==> src/rtl/pwm_dma_pkg.sv <==
package pwm_dma_pkg;
  localparam int unsigned CTRL_W   = 16;
  localparam int unsigned NUM_WM   = 6;
  localparam int unsigned LIVE_W   = NUM_WM + 4;
  localparam int unsigned RSVD_W   = CTRL_W - LIVE_W;

  typedef enum logic [1:0] {
    SRC_OFF    = 2'b00,
    SRC_WMARK  = 2'b01,
    SRC_SYNC   = 2'b10,
    SRC_RELOAD = 2'b11
  } rd_src_e;

  typedef struct packed {
    logic [RSVD_W-1:0] rsvd;
    logic              wr_en;
    logic              wm_and;
    rd_src_e           src;
    logic [NUM_WM-1:0] wm_en;
  } ctrl_t;
endpackage

==> src/rtl/pdr_ctrl_reg.sv <==
module pdr_ctrl_reg #(
  parameter int unsigned REG_W  = 16,
  parameter int unsigned LIVE_W = 10
) (
  input  logic             clk,
  input  logic             rst_n,
  input  logic             we,
  input  logic [REG_W-1:0] wdata,
  output logic [REG_W-1:0] q
);
  localparam logic [REG_W-1:0] LIVE_MASK = {{(REG_W-LIVE_W){1'b0}}, {LIVE_W{1'b1}}};

  always_ff @(posedge clk or negedge rst_n) begin
    if (!rst_n)  q <= '0;
    else if (we) q <= wdata & LIVE_MASK;
  end


  load_chk: assert property (@(posedge clk) disable iff (!rst_n)
    we |=> q == ($past(wdata) & LIVE_MASK));


  keep_chk: assert property (@(posedge clk) disable iff (!rst_n)
    !we |=> $stable(q));
endmodule

==> src/rtl/pdr_wm_combine.sv <==
module pdr_wm_combine #(
  parameter int unsigned NUM_WM = 6
) (
  input  logic [NUM_WM-1:0] flags,
  input  logic [NUM_WM-1:0] en,
  input  logic              use_and,
  output logic              hit
);
  logic [NUM_WM-1:0] or_term;
  logic [NUM_WM-1:0] and_term;

  for (genvar g = 0; g < NUM_WM; g++) begin : g_term
    assign or_term[g]  = en[g] & flags[g];
    assign and_term[g] = ~en[g] | flags[g];
  end

  assign hit = (|en) & (use_and ? (&and_term) : (|or_term));


  none_chk: assert final ((|en) || !hit);
endmodule

==> src/rtl/pdr_req_latch.sv <==
module pdr_req_latch (
  input  logic clk,
  input  logic rst_n,
  input  logic load,
  input  logic load_val,
  input  logic set,
  input  logic clr,
  output logic q
);
  always_ff @(posedge clk or negedge rst_n) begin
    if (!rst_n)    q <= 1'b0;
    else if (load) q <= load_val;
    else           q <= set | (q & ~clr);
  end


  hold_chk: assert property (@(posedge clk) disable iff (!rst_n)
    (!load && q && !clr) |=> q);


  set_chk: assert property (@(posedge clk) disable iff (!rst_n)
    (!load && set) |=> q);
endmodule

==> src/rtl/pwm_cap_dma_req.sv <==
module pwm_cap_dma_req
  import pwm_dma_pkg::*;
(
  input  logic              clk,
  input  logic              rst_n,
  input  logic              reg_we,
  input  logic [CTRL_W-1:0] reg_wdata,
  output logic [CTRL_W-1:0] reg_rdata,
  input  logic [NUM_WM-1:0] wm_flags,
  input  logic              sync_pulse,
  input  logic              reload_flag,
  input  logic              rd_ack,
  input  logic              wr_ack,
  output logic              rd_req,
  output logic              wr_req
);
  logic [CTRL_W-1:0] ctrl_bits;
  ctrl_t             ctrl;
  logic              wm_hit;
  logic              rd_load;
  logic              rd_load_val;
  logic              rd_set;

  pdr_ctrl_reg #(.REG_W(CTRL_W), .LIVE_W(LIVE_W)) i_ctrl (
    .clk(clk), .rst_n(rst_n), .we(reg_we), .wdata(reg_wdata), .q(ctrl_bits)
  );

  assign ctrl      = ctrl_t'(ctrl_bits);
  assign reg_rdata = ctrl_bits;

  pdr_wm_combine #(.NUM_WM(NUM_WM)) i_wm (
    .flags(wm_flags), .en(ctrl.wm_en), .use_and(ctrl.wm_and), .hit(wm_hit)
  );

  always_comb begin
    rd_load     = 1'b0;
    rd_load_val = 1'b0;
    rd_set      = 1'b0;
    unique case (ctrl.src)
      SRC_OFF:    rd_load = 1'b1;
      SRC_WMARK: begin
        rd_load     = 1'b1;
        rd_load_val = wm_hit;
      end
      SRC_SYNC:   rd_set = sync_pulse;
      SRC_RELOAD: rd_set = reload_flag;
      default:    rd_load = 1'b1;
    endcase
  end

  pdr_req_latch i_rd (
    .clk(clk), .rst_n(rst_n), .load(rd_load), .load_val(rd_load_val),
    .set(rd_set), .clr(rd_ack), .q(rd_req)
  );

  pdr_req_latch i_wr (
    .clk(clk), .rst_n(rst_n), .load(~ctrl.wr_en), .load_val(1'b0),
    .set(reload_flag), .clr(wr_ack), .q(wr_req)
  );


  reserved_chk: assert property (@(posedge clk) disable iff (!rst_n)
    ctrl.rsvd == '0);


  off_chk: assert property (@(posedge clk) disable iff (!rst_n)
    (ctrl.src == SRC_OFF) |=> !rd_req);


  no_wm_chk: assert property (@(posedge clk) disable iff (!rst_n)
    (ctrl.src == SRC_WMARK && ctrl.wm_en == '0) |=> !rd_req);


  wr_off_chk: assert property (@(posedge clk) disable iff (!rst_n)
    !ctrl.wr_en |=> !wr_req);


  wr_set_chk: assert property (@(posedge clk) disable iff (!rst_n)
    (ctrl.wr_en && reload_flag) |=> wr_req);
endmodule

==> config.mk <==
export PLATFORM = sky130hd
export DESIGN_NAME = pwm_cap_dma_req
export DESIGN_NICKNAME = d
export VERILOG_FILES = /design/src/rtl/pwm_dma_pkg.sv /design/src/rtl/pdr_ctrl_reg.sv /design/src/rtl/pdr_wm_combine.sv /design/src/rtl/pdr_req_latch.sv /design/src/rtl/pwm_cap_dma_req.sv
export SDC_FILE = /design/constraint.sdc
export NUM_CORES = 1
export LEC_CHECK = 0
export BUFFER_PORTS_ARGS = -buffer_cell sky130_fd_sc_hd__buf_4
export CAP_MARGIN = 20
export CORE_ASPECT_RATIO = 0.75
export CORE_MARGIN = 1.5
export CORE_UTILIZATION = 36
export DETAILED_ROUTE_END_ITERATION = 8
export GPL_ROUTABILITY_DRIVEN = 0
export MAX_ROUTING_LAYER = met4
export PLACE_DENSITY_LB_ADDON = 0.15
export SYNTH_ARGS = -nofsm -noshare
export SYNTH_HDL_FRONTEND = slang
export SYNTH_HIERARCHICAL = 1
export SYNTH_SLANG_ARGS = --single-unit
export TNS_END_PERCENT = 30
==> constraint.sdc <==
create_clock -name clk -period 1.34 [get_ports clk]
set_input_delay 0.201 -clock clk [delete_from_list [all_inputs] [get_ports clk]]
set_output_delay 0.201 -clock clk [all_outputs]
set_load 0.02 [all_outputs]
==> flow_metrics.py <==
metrics = {
    "hold_path": {
        "whs_path_depth": 2,
        "hold_start": "reg_wdata[8]",
        "worst_hold_path_type": "in -> reg",
    },
    "yosys": {
        "synth-xor-area-share_pct": 0,
        "syn_area_per_cell_um2": 11.3,
        "synth_most_common_cell": "dfrtp_1",
        "synth_cell_type_count": 19,
        "synth_top_cells_by_count": "dfrtp_1 (12), mux2_4 (10), inv_1 (8)",
        "synth-main-ff-cell": "dfrtp_1",
        "synth_top_family_by_area": "multiplexers",
        "ys_warn_count": 6,
        "yosysSeqAreaShare_pct": 43.6,
        "synthSimpleGateAreaFrac_pct": 7.26,
        "synthTopCellsByArea": "dfrtp_1 (44%), mux2_4 (22%), buf_4 (6.5%)",
        "synthArstFlopShare_pct": 100,
        "netlist_area_um2": 689,
        "synth_area_leader_cell": "dfrtp_1",
        "synth.top_cell.area_share_pct": 43.6,
        "yosys.area_share.adder_pct": 0,
        "synth_edf_count": 0,
        "synth_seq_cells": 12,
        "synthMuxAreaShare_pct": 23.2,
        "synth_compound_area_share_pct": 12.3,
        "syn-instance-count": 61,
    },
    "clocking": {
        "clock_path_buffers": 2,
        "clockRootBuffer": "clkbuf_4",
        "clock_latency_ns": 0.27,
        "postCtsSetupRepairBufs": 0,
        "path_clk_slew_ns": 0.07,
        "cts_buffers": 3,
        "h-tree-depth": 1,
        "cts.sinks": 12,
        "cts_tree": "yes",
    },
    "flow_run": {
        "drv_cap": 0,
    },
    "timing": {
        "worst_slack_ns": -0.0785,
        "skew_ns": 0.00421,
        "setup_viol": 1,
        "setup_tns_ns": -0.0785,
        "period_share_pct": 106,
        "final-hold-violation-count": 0,
        "whs_ns": 0.156,
        "fmax_mhz": 705,
        "slew_violations": 0,
        "period_needed_ns": 1.42,
        "grt_setup_unrepaired": "yes",
    },
    "floorplan": {
        "io_pins": 47,
        "fp.dieH_um": 40.9,
        "dieArea_um2": 2190,
        "start_util_pct": 38.9,
        "fp.dieW_um": 53.5,
        "row_count": 13,
        "core-area_um2": 1770,
    },
    "global_routing": {
        "grt.total_usage_pct": 15.8,
        "grt_pass1_vias": 521,
        "gr-total-overflow": 0,
        "antenna_found_initial": 0,
        "grt_max_degree": 13,
        "grt_pass1_wl_um": 2200,
    },
    "setup_path": {
        "worstSetupPathType": "reg -> reg",
        "r2r_start": "i_ctrl/q[4]",
        "worst-path-max-fanout": 4,
        "start_kind": "flop",
        "worstPathRequired_ns": 1.50,
        "cp.buffers_inverters": 0,
        "cp_top_family": "compound AO/OA/AOI/OAI gates",
        "slowest_delay_ns": 0.43,
        "critical_path_depth": 6,
        "cp-end-kind": "flop",
        "slowest_stage": "dfrtp_2",
        "startpoint": "i_ctrl/q[4]",
        "rr_worst_depth": 6,
        "worstPathArrival_ns": 1.58,
        "crit_chain": "o41ai_2 -> and3_1 -> a31oi_1 -> and3_4 -> nor2b_1 -> a21oi_1",
    },
    "route": {
        "dr.pass1.iters": 4,
        "final_antenna_net_count": 0,
        "dr_total_vias": 581,
        "wl_per_cell_um": 11.4,
        "first_iter_violations": 7,
        "drc_errors": 0,
        "finalWirelength_um": 1440,
        "routed_via_density": 4.61,
    },
    "outcome": {
        "outcome": "complete, but fails checks",
        "violations": "negative setup slack",
    },
    "cells_and_area": {
        "n_fill_cell": 157,
        "nets": 134,
        "drive_gt1_share_pct": 56.7,
        "syn_to_final_growth_pct": 49.9,
        "antenna_cells": 0,
    },
    "placement": {
        "io_buffers": 34,
        "hpwlAfterDp_um": 1150,
        "place_ws_ns": -0.0840,
    },
    "power": {
        "p_total_mw": 1.06,
        "powerDensity_nw_per_um2": 1030,
        "ir_drop_mv": 0.577,
        "leakage_nw": 0.554,
    },
}
==> what timing repair did <==
item,CTS,global route
pin swaps,1,1
gates resized for setup,0,0
hold buffers,1,0
hold endpoints to repair,12,0
setup endpoints to repair,1,1
==> where the power goes <==
part	internal [mW]	total, mW	switching (mW)	leakage (nW)
Sequential	0.403	0.441	0.0382	0.137
Combinational	0.194	0.344	0.150	0.396
Clock	0.165	0.279	0.114	0.0210
==> layout make-up <==
class                   count  area (µm²)  area share [%]
clock buffers               4        36.3            3.51
inverters                   8        30.0            2.91
multi-input cells          39         325            31.5
flip-flops and latches     12         304            29.4
well taps                  22        27.5            2.66
repair buffers             41         310            30.0
==> flip-flops by register name, indices dropped and copies added, names as in the netlist <==
name,count
i_rd/q,1
i_ctrl/q,10
i_wr/q,1
==> layer usage <==
metal  GRT usage [%]  wire length, µm  vias to the layer above  part of all wire [%]
met5               -                0                        -                     0
met3            5.84               93                        2                   6.5
met4            8.97               19                        0                   1.3
met2            25.0              684                       22                    48
met1            17.5              643                      277                    45
li1                -                -                      280                     -
==> through the flow <==
step,cell area (µm²),utilization (%),cells
after floorplan,716,-,66
after global placement,987,55.7,121
after detailed placement,987,55.7,121
after CTS,1030,58.3,126
after global routing,1030,58.3,126
final,1030,58.3,126
==> kinds of logic after synthesis <==
kind of cell | count (synthesis)
DFF | 12
and+or+nand+nor | 9
muxes | 11
other | 2
AOI/OAI and AO/OA | 12
buffers and inverters | 15
==> path summary, 6_finish.rpt <==
check                         endpoint  slack (ns)
hold reg to reg                 i_rd/q        0.54
min in group asynchronous  i_ctrl/q[3]        0.30
setup reg to reg                i_rd/q       -0.08
setup / recovery                i_rd/q       -0.08
max in group asynchronous  i_ctrl/q[4]        0.87
hold / removal             i_ctrl/q[8]        0.16
==> cells in the final DEF, fill, tap and decap left out, types with 2 or more instances in the layout <==
| cell type | instances |
|---|---|
| dfrtp_2 | 3 |
| conb_1 | 7 |
| nand2b_1 | 2 |
| a21oi_1 | 2 |
| a22oi_1 | 2 |
| nor2_1 | 3 |
| dfrtp_1 | 9 |
| inv_1 | 8 |
| clkbuf_4 | 3 |
| mux2_4 | 10 |
| nor2b_1 | 2 |
| o21ai_0 | 2 |
| buf_4 | 40 |
| o22ai_1 | 3 |
Note: power is estimated with default switching activity, not from simulation.
